<file path="src/rtl/aal1_pkg.sv">
package aal1_pkg;
  localparam int unsigned CELL_BYTES = 48;
  localparam int unsigned IDX_W      = $clog2(CELL_BYTES);
  localparam int unsigned PTR_W      = 7;
  localparam int unsigned CODE_W     = 4;

  // remainder of (sn * x^3) mod x^3+x+1, serial form
  function automatic logic [2:0] crc3(input logic [3:0] sn);
    logic [2:0] r;
    logic       fb;
    r = 3'b000;
    for (int i = 3; i >= 0; i--) begin
      fb = sn[i] ^ r[2];
      r  = {r[1:0], 1'b0} ^ (fb ? 3'b011 : 3'b000);
    end
    return r;
  endfunction
endpackage

</file>
<file path="src/rtl/aal1_seq_ctrl.sv">
module aal1_seq_ctrl
  import aal1_pkg::*;
(
  input  logic              clk_i,
  input  logic              rst_ni,
  input  logic              adv_i,
  input  logic              srts_en_i,
  input  logic [CODE_W-1:0] srts_code_i,
  input  logic              ptr_here_i,
  output logic [2:0]        sc_o,
  output logic              ind_o
);
  logic [2:0]        sc_q;
  logic [CODE_W-1:0] hold_q;
  logic              srts_bit;

  always_ff @(posedge clk_i or negedge rst_ni) begin
    if (!rst_ni) begin
      sc_q   <= '0;
      hold_q <= '0;
    end else if (adv_i) begin
      sc_q <= sc_q + 3'd1;
      if (sc_q == 3'd1) hold_q <= srts_code_i;
    end
  end

  // count 1 uses the live code; 3,5,7 use the copy taken at count 1
  always_comb begin
    if (sc_q == 3'd1) srts_bit = srts_code_i[CODE_W-1];
    else              srts_bit = hold_q[2'd3 - sc_q[2:1]];
  end

  assign sc_o  = sc_q;
  assign ind_o = sc_q[0] ? (srts_en_i & srts_bit) : ptr_here_i;
endmodule

</file>
<file path="src/rtl/aal1_hdr_gen.sv">
module aal1_hdr_gen
  import aal1_pkg::*;
(
  input  logic [2:0] sc_i,
  input  logic       ind_i,
  output logic [7:0] hdr_o
);
  logic [2:0] crc;
  assign crc   = crc3({ind_i, sc_i});
  assign hdr_o = {ind_i, sc_i, crc, ^{ind_i, sc_i, crc}};
endmodule

</file>
<file path="src/rtl/aal1_sar_builder.sv">
module aal1_sar_builder
  import aal1_pkg::*;
#(
  parameter int unsigned FILL_W    = 6,
  parameter logic [7:0]  PAD_RESET = 8'h6A
) (
  input  logic              clk_i,
  input  logic              rst_ni,
  input  logic              cfg_structured_i,
  input  logic              cfg_srts_en_i,
  input  logic [FILL_W-1:0] cfg_fill_i,
  input  logic              ptr_valid_i,
  input  logic [PTR_W-1:0]  ptr_offset_i,
  input  logic [CODE_W-1:0] srts_code_i,
  input  logic              pad_we_i,
  input  logic [7:0]        pad_value_i,
  input  logic              in_valid_i,
  input  logic [7:0]        in_data_i,
  output logic              in_ready_o,
  output logic              out_valid_o,
  output logic [7:0]        out_data_o,
  output logic              out_last_o,
  input  logic              out_ready_i
);
  localparam logic [IDX_W-1:0] LAST_IDX = IDX_W'(CELL_BYTES - 1);
  localparam logic [IDX_W-1:0] ROOM_STD = IDX_W'(CELL_BYTES - 1);
  localparam logic [IDX_W-1:0] ROOM_PTR = IDX_W'(CELL_BYTES - 2);

  logic [IDX_W-1:0] idx_q;
  logic             cell_ptr_q;
  logic [IDX_W-1:0] cell_fill_q;
  logic [PTR_W-1:0] cell_off_q;
  logic [7:0]       pad_q;

  logic [2:0]       sc;
  logic             ind;
  logic [7:0]       hdr;
  logic             ptr_here;
  logic [IDX_W-1:0] room, fill_eff, user_pos;
  logic             is_hdr, is_ptr, is_data, fire, hdr_fire;

  assign ptr_here = cfg_structured_i & ptr_valid_i & ~sc[0];
  assign room     = ptr_here ? ROOM_PTR : ROOM_STD;
  assign fill_eff = (cfg_fill_i > FILL_W'(room)) ? room : cfg_fill_i[IDX_W-1:0];

  aal1_seq_ctrl i_seq (
    .clk_i       (clk_i),
    .rst_ni      (rst_ni),
    .adv_i       (hdr_fire),
    .srts_en_i   (cfg_srts_en_i),
    .srts_code_i (srts_code_i),
    .ptr_here_i  (ptr_here),
    .sc_o        (sc),
    .ind_o       (ind)
  );

  aal1_hdr_gen i_hdr (
    .sc_i  (sc),
    .ind_i (ind),
    .hdr_o (hdr)
  );

  assign user_pos = idx_q - IDX_W'(1) - IDX_W'(cell_ptr_q);
  assign is_hdr   = (idx_q == '0);
  assign is_ptr   = cell_ptr_q && (idx_q == IDX_W'(1));
  assign is_data  = !is_hdr && !is_ptr && (user_pos < cell_fill_q);

  assign out_valid_o = is_data ? in_valid_i : 1'b1;
  assign in_ready_o  = is_data & out_ready_i;
  assign out_last_o  = (idx_q == LAST_IDX);
  assign fire        = out_valid_o & out_ready_i;
  assign hdr_fire    = fire & is_hdr;

  always_comb begin
    if (is_hdr)       out_data_o = hdr;
    else if (is_ptr)  out_data_o = {^cell_off_q, cell_off_q};
    else if (is_data) out_data_o = in_data_i;
    else              out_data_o = pad_q;
  end

  always_ff @(posedge clk_i or negedge rst_ni) begin
    if (!rst_ni) begin
      idx_q       <= '0;
      cell_ptr_q  <= 1'b0;
      cell_fill_q <= '0;
      cell_off_q  <= '0;
    end else if (fire) begin
      idx_q <= out_last_o ? '0 : idx_q + IDX_W'(1);
      if (is_hdr) begin
        cell_ptr_q  <= ptr_here;
        cell_fill_q <= fill_eff;
        cell_off_q  <= ptr_offset_i;
      end
    end
  end

  always_ff @(posedge clk_i or negedge rst_ni) begin
    if (!rst_ni)       pad_q <= PAD_RESET;
    else if (pad_we_i) pad_q <= pad_value_i;
  end
endmodule

</file>
<file path="config.mk">
export PLATFORM = sky130hd
export DESIGN_NAME = aal1_sar_builder
export DESIGN_NICKNAME = d
export VERILOG_FILES = /design/src/rtl/aal1_pkg.sv /design/src/rtl/aal1_seq_ctrl.sv /design/src/rtl/aal1_hdr_gen.sv /design/src/rtl/aal1_sar_builder.sv
export SDC_FILE = /design/constraint.sdc
export NUM_CORES = 1
export LEC_CHECK = 0
export CAP_MARGIN = 40
export CELL_PAD_IN_SITES_DETAIL_PLACEMENT = 1
export CELL_PAD_IN_SITES_GLOBAL_PLACEMENT = 2
export CORE_MARGIN = 10
export CORE_UTILIZATION = 39
export DETAILED_ROUTE_END_ITERATION = 8
export DONT_BUFFER_PORTS = 1
export GPL_TIMING_DRIVEN = 1
export PLACE_DENSITY_LB_ADDON = 0.1
export SYNTH_ARGS = -nofsm -noshare
export SYNTH_HDL_FRONTEND = slang
export SYNTH_SLANG_ARGS = --single-unit
</file>
<file path="constraint.sdc">
create_clock -name clk_i -period 3.76 [get_ports clk_i]
set_input_delay 0.752 -clock clk_i [delete_from_list [all_inputs] [get_ports clk_i]]
set_output_delay 0.752 -clock clk_i [all_outputs]
set_load 0.02 [all_outputs]
</file>
==> results.toml <==
[setup_path]
endpoint_kind = "output port"
path_cells = "ha_2, nor3_2, buf_4, xor2_2, ha_1, a211o_1, a21oi_2, o21ai_4, mux2i_1, a221oi_1, buf_4"
reg2reg_depth = 12
crit_slowest_cell = "dfrtp_2"
worstPathRequired_ns = 3.01
crit_top_cell = "buf_4"
max_stage_delay_ns = 0.43
startpoint = "idx_q[0]"
r2r_start = "idx_q[0]"
criticalPathCategory = "register to output port"
r2r_end = "idx_q[2]"
cp_max_fo = 4
cp.arrival_ns = 2.89
r2r_slack_ns = 0.72
critPathLaunchType = "register"

[yosys]
avgSynthCellArea_um2 = 10.43
yosysWarnings = 0
synth_xor_area_share_pct = 7.063
yosysTopAreaCell = "dfrtp_1"
ys.flop_type = "dfrtp_1"
synthMuxAreaShare_pct = 14.74
synth_cells = 214
synthesis.area_um2 = 2232
synth.most_common_cell = "dfrtp_1"
synthTopCellsByArea = "dfrtp_1, mux2_2, ha_1"
synth_seq_area_share_pct = 39.46
synth_compound_area_share_pct = 12.44
synth-simple-area-share_pct = 13.57
synth_common_cells = "dfrtp_1, mux2_2, inv_1"
synth_edf_count = 0
ys_types = 48
synth_top_area_share_pct = 34.75
synth_top_family_by_area = "multiplexers"
ys_ff_latch = 35
syn_nets = 268
synth_fa_ha_area_share_pct = 7.287
synthArstFlopShare_pct = 100.0

[drt]
via_per_inst = 5.433
firstDrtPassIters = 4
finalWirelength_mm = 5.619
routedWlPerCell_um = 18.86
drt_iter0_drc = 35
route.vias.total = 1619
postRouteAntennaNets = 0
drc = 0

[global_route]
grt_pass1_wl_mm = 9.073
antenna_found_initial = 0
gr-total-overflow = 0
grt_pass1_vias = 1741
grt_max_degree = 36
gr-usage-all-layers_pct = 12.64

[timing]
setup_viol_count_final = 0
finalMaxSlewViolations = 0
fmax_ghz = 0.2745
fin_hold_ws_ns = 0.1448
worst_pin_slew_ns = 0.7075
fin_skew_ns = 0.003635
period_needed_ns = 3.643
finalWorstSetupSlack_ns = 0.1167
fin_crit_sh_pct = 96.90
hold_viol = 0
max_slew_margin_pct = 52.33

[floorplanning]
fp.dieH_um = 95.66
core_area_um2 = 5540
die_w_um = 95.66
rows = 27
dieArea_um2 = 9150
start_util_pct = 40.29
ios = 52

[clock_network]
cts_root_buf = "clkbuf_8"
cts_hold_buf = 0
cts_tree = "done"
clock_sinks = 35
numCtsBuffers = 5
htree_levels = 2
clk_latency_ns = 0.29
cts_max_path_buffers = 2
clk_pin_slew_ns = 0.07

[finish]
final-seq-area_um2 = 882.1
fillers = 630
areaGrowthSynthToFinish_pct = 12.95
fin_nets = 279
post-route-util_pct = 45.51
drive_gt1_share_pct = 24.34
diodes = 0
multi_input_area_um2 = 1265

[placed_design]
post-place-ws_ns = 0.1109
portBuffers = 0
gp_congestion = 0.7694
dpl.hpwl_mm = 4.486

[power]
p_leak_nw = 1.126
ir_drop_mv = 0.5264
finalPower_mw = 2.444
pwr_density_cell_nw_per_um2 = 969.2

[hold_path]
hold_class = "input pin to asynchronous set/reset pin"

[outcome]
outcome = "finished, final reports clean"

[run]
drv_cap = 0
==> routing by layer <==
metal	track usage (%)	share of wire, %	up-vias	routed length, um
met5	0	0	-	0
met4	3.686	1.1	0	60
met3	5.263	8.9	5	500
met2	19.02	44	44	2458
met1	16.17	46	792	2600
li1	-	-	778	-
==> worst max-delay path by stage <==
| stage | endpoint | cells after the start |
|---|---|---|
| floorplan | out_data_o[1] | 11 |
| global placement | out_data_o[3] | 11 |
| detailed placement | out_data_o[4] | 11 |
| CTS | out_data_o[7] | 13 |
| global route | out_data_o[0] | 13 |
| finish | out_data_o[1] | 11 |
==> cells in the final DEF, fill, tap and decap left out, drive strengths merged, types with 4 or more instances in the layout <==
cell type  netlist  routed
ha              13      13
mux2            23      23
nor2             6       6
nor3b            5       5
dfstp            4       4
buf              8      15
a21oi           11      11
dfrtp           31      31
xnor2           11      11
mux2i            7       7
o21ai           13      13
nand2           12      12
clkbuf           3       6
nor3             4       4
nand3            7       7
o22ai            6       6
inv             14      14
xor2             7       7
==> what timing repair did <==
action,CTS,global route
buffers inserted,0,4
endpoints found under the setup margin,9,10
pin swaps,0,3
resized for setup,5,5
hold endpoints to repair,0,0
==> cells by family (layout without fill, tap and decap cells) <==
logic type	count (synthesis)	in the layout
fa+ha+maj	13	13
simple gates	51	51
flops	35	35
buf+inv	25	37
compound gates	42	42
xor+xnor	18	18
mux	30	30
==> state kept, by name (all words and copies together) (netlist names) <==
| name | cells |
|---|---|
| cell_ptr_q | 1 |
| idx_q | 6 |
| i_seq.sc_o | 3 |
| cell_off_q | 7 |
| i_seq.hold_q | 4 |
| cell_fill_q | 6 |
| pad_q | 8 |
==> critical path: cells and delay by family (launching register included) <==
kind / cells / cell delay, ns
AOI/OAI and AO/OA: 4 / 0.88
xor gates and xnor gates: 1 / 0.14
adders and majority gates: 2 / 0.47
buffers and inverters: 2 / 0.35
DFF: 1 / 0.43
muxes: 1 / 0.14
and+or+nand+nor: 1 / 0.19
==> layout make-up <==
| cell class | instances | area share [%] |
|---|---|---|
| Clock buffer | 6 | 3.275 |
| Timing Repair Buffer | 15 | 4.516 |
| Sequential cell | 35 | 34.99 |
| Clock inverter | 2 | 1.390 |
| Inverter | 14 | 2.084 |
| Multi-Input combinational cell | 154 | 50.17 |
| Tap cell | 72 | 3.573 |
==> through the flow <==
step,cell area [um2],std cells,setup TNS (ns)
3_3_place_gp,2328,285,0
4_1_cts,2476,294,0
3_5_place_dp,2333,286,0
2_1_floorplan,2232,214,0
5_1_grt,2521,298,-0.02434
6_report,2521,298,0
==> power breakdown <==
group / internal [mW] / total (mW) / switching (mW)
registers: 0.519 / 0.691 / 0.173
clock network: 0.215 / 0.357 / 0.142
logic: 0.670 / 1.40 / 0.725
Power figures use the tool's default switching activity.
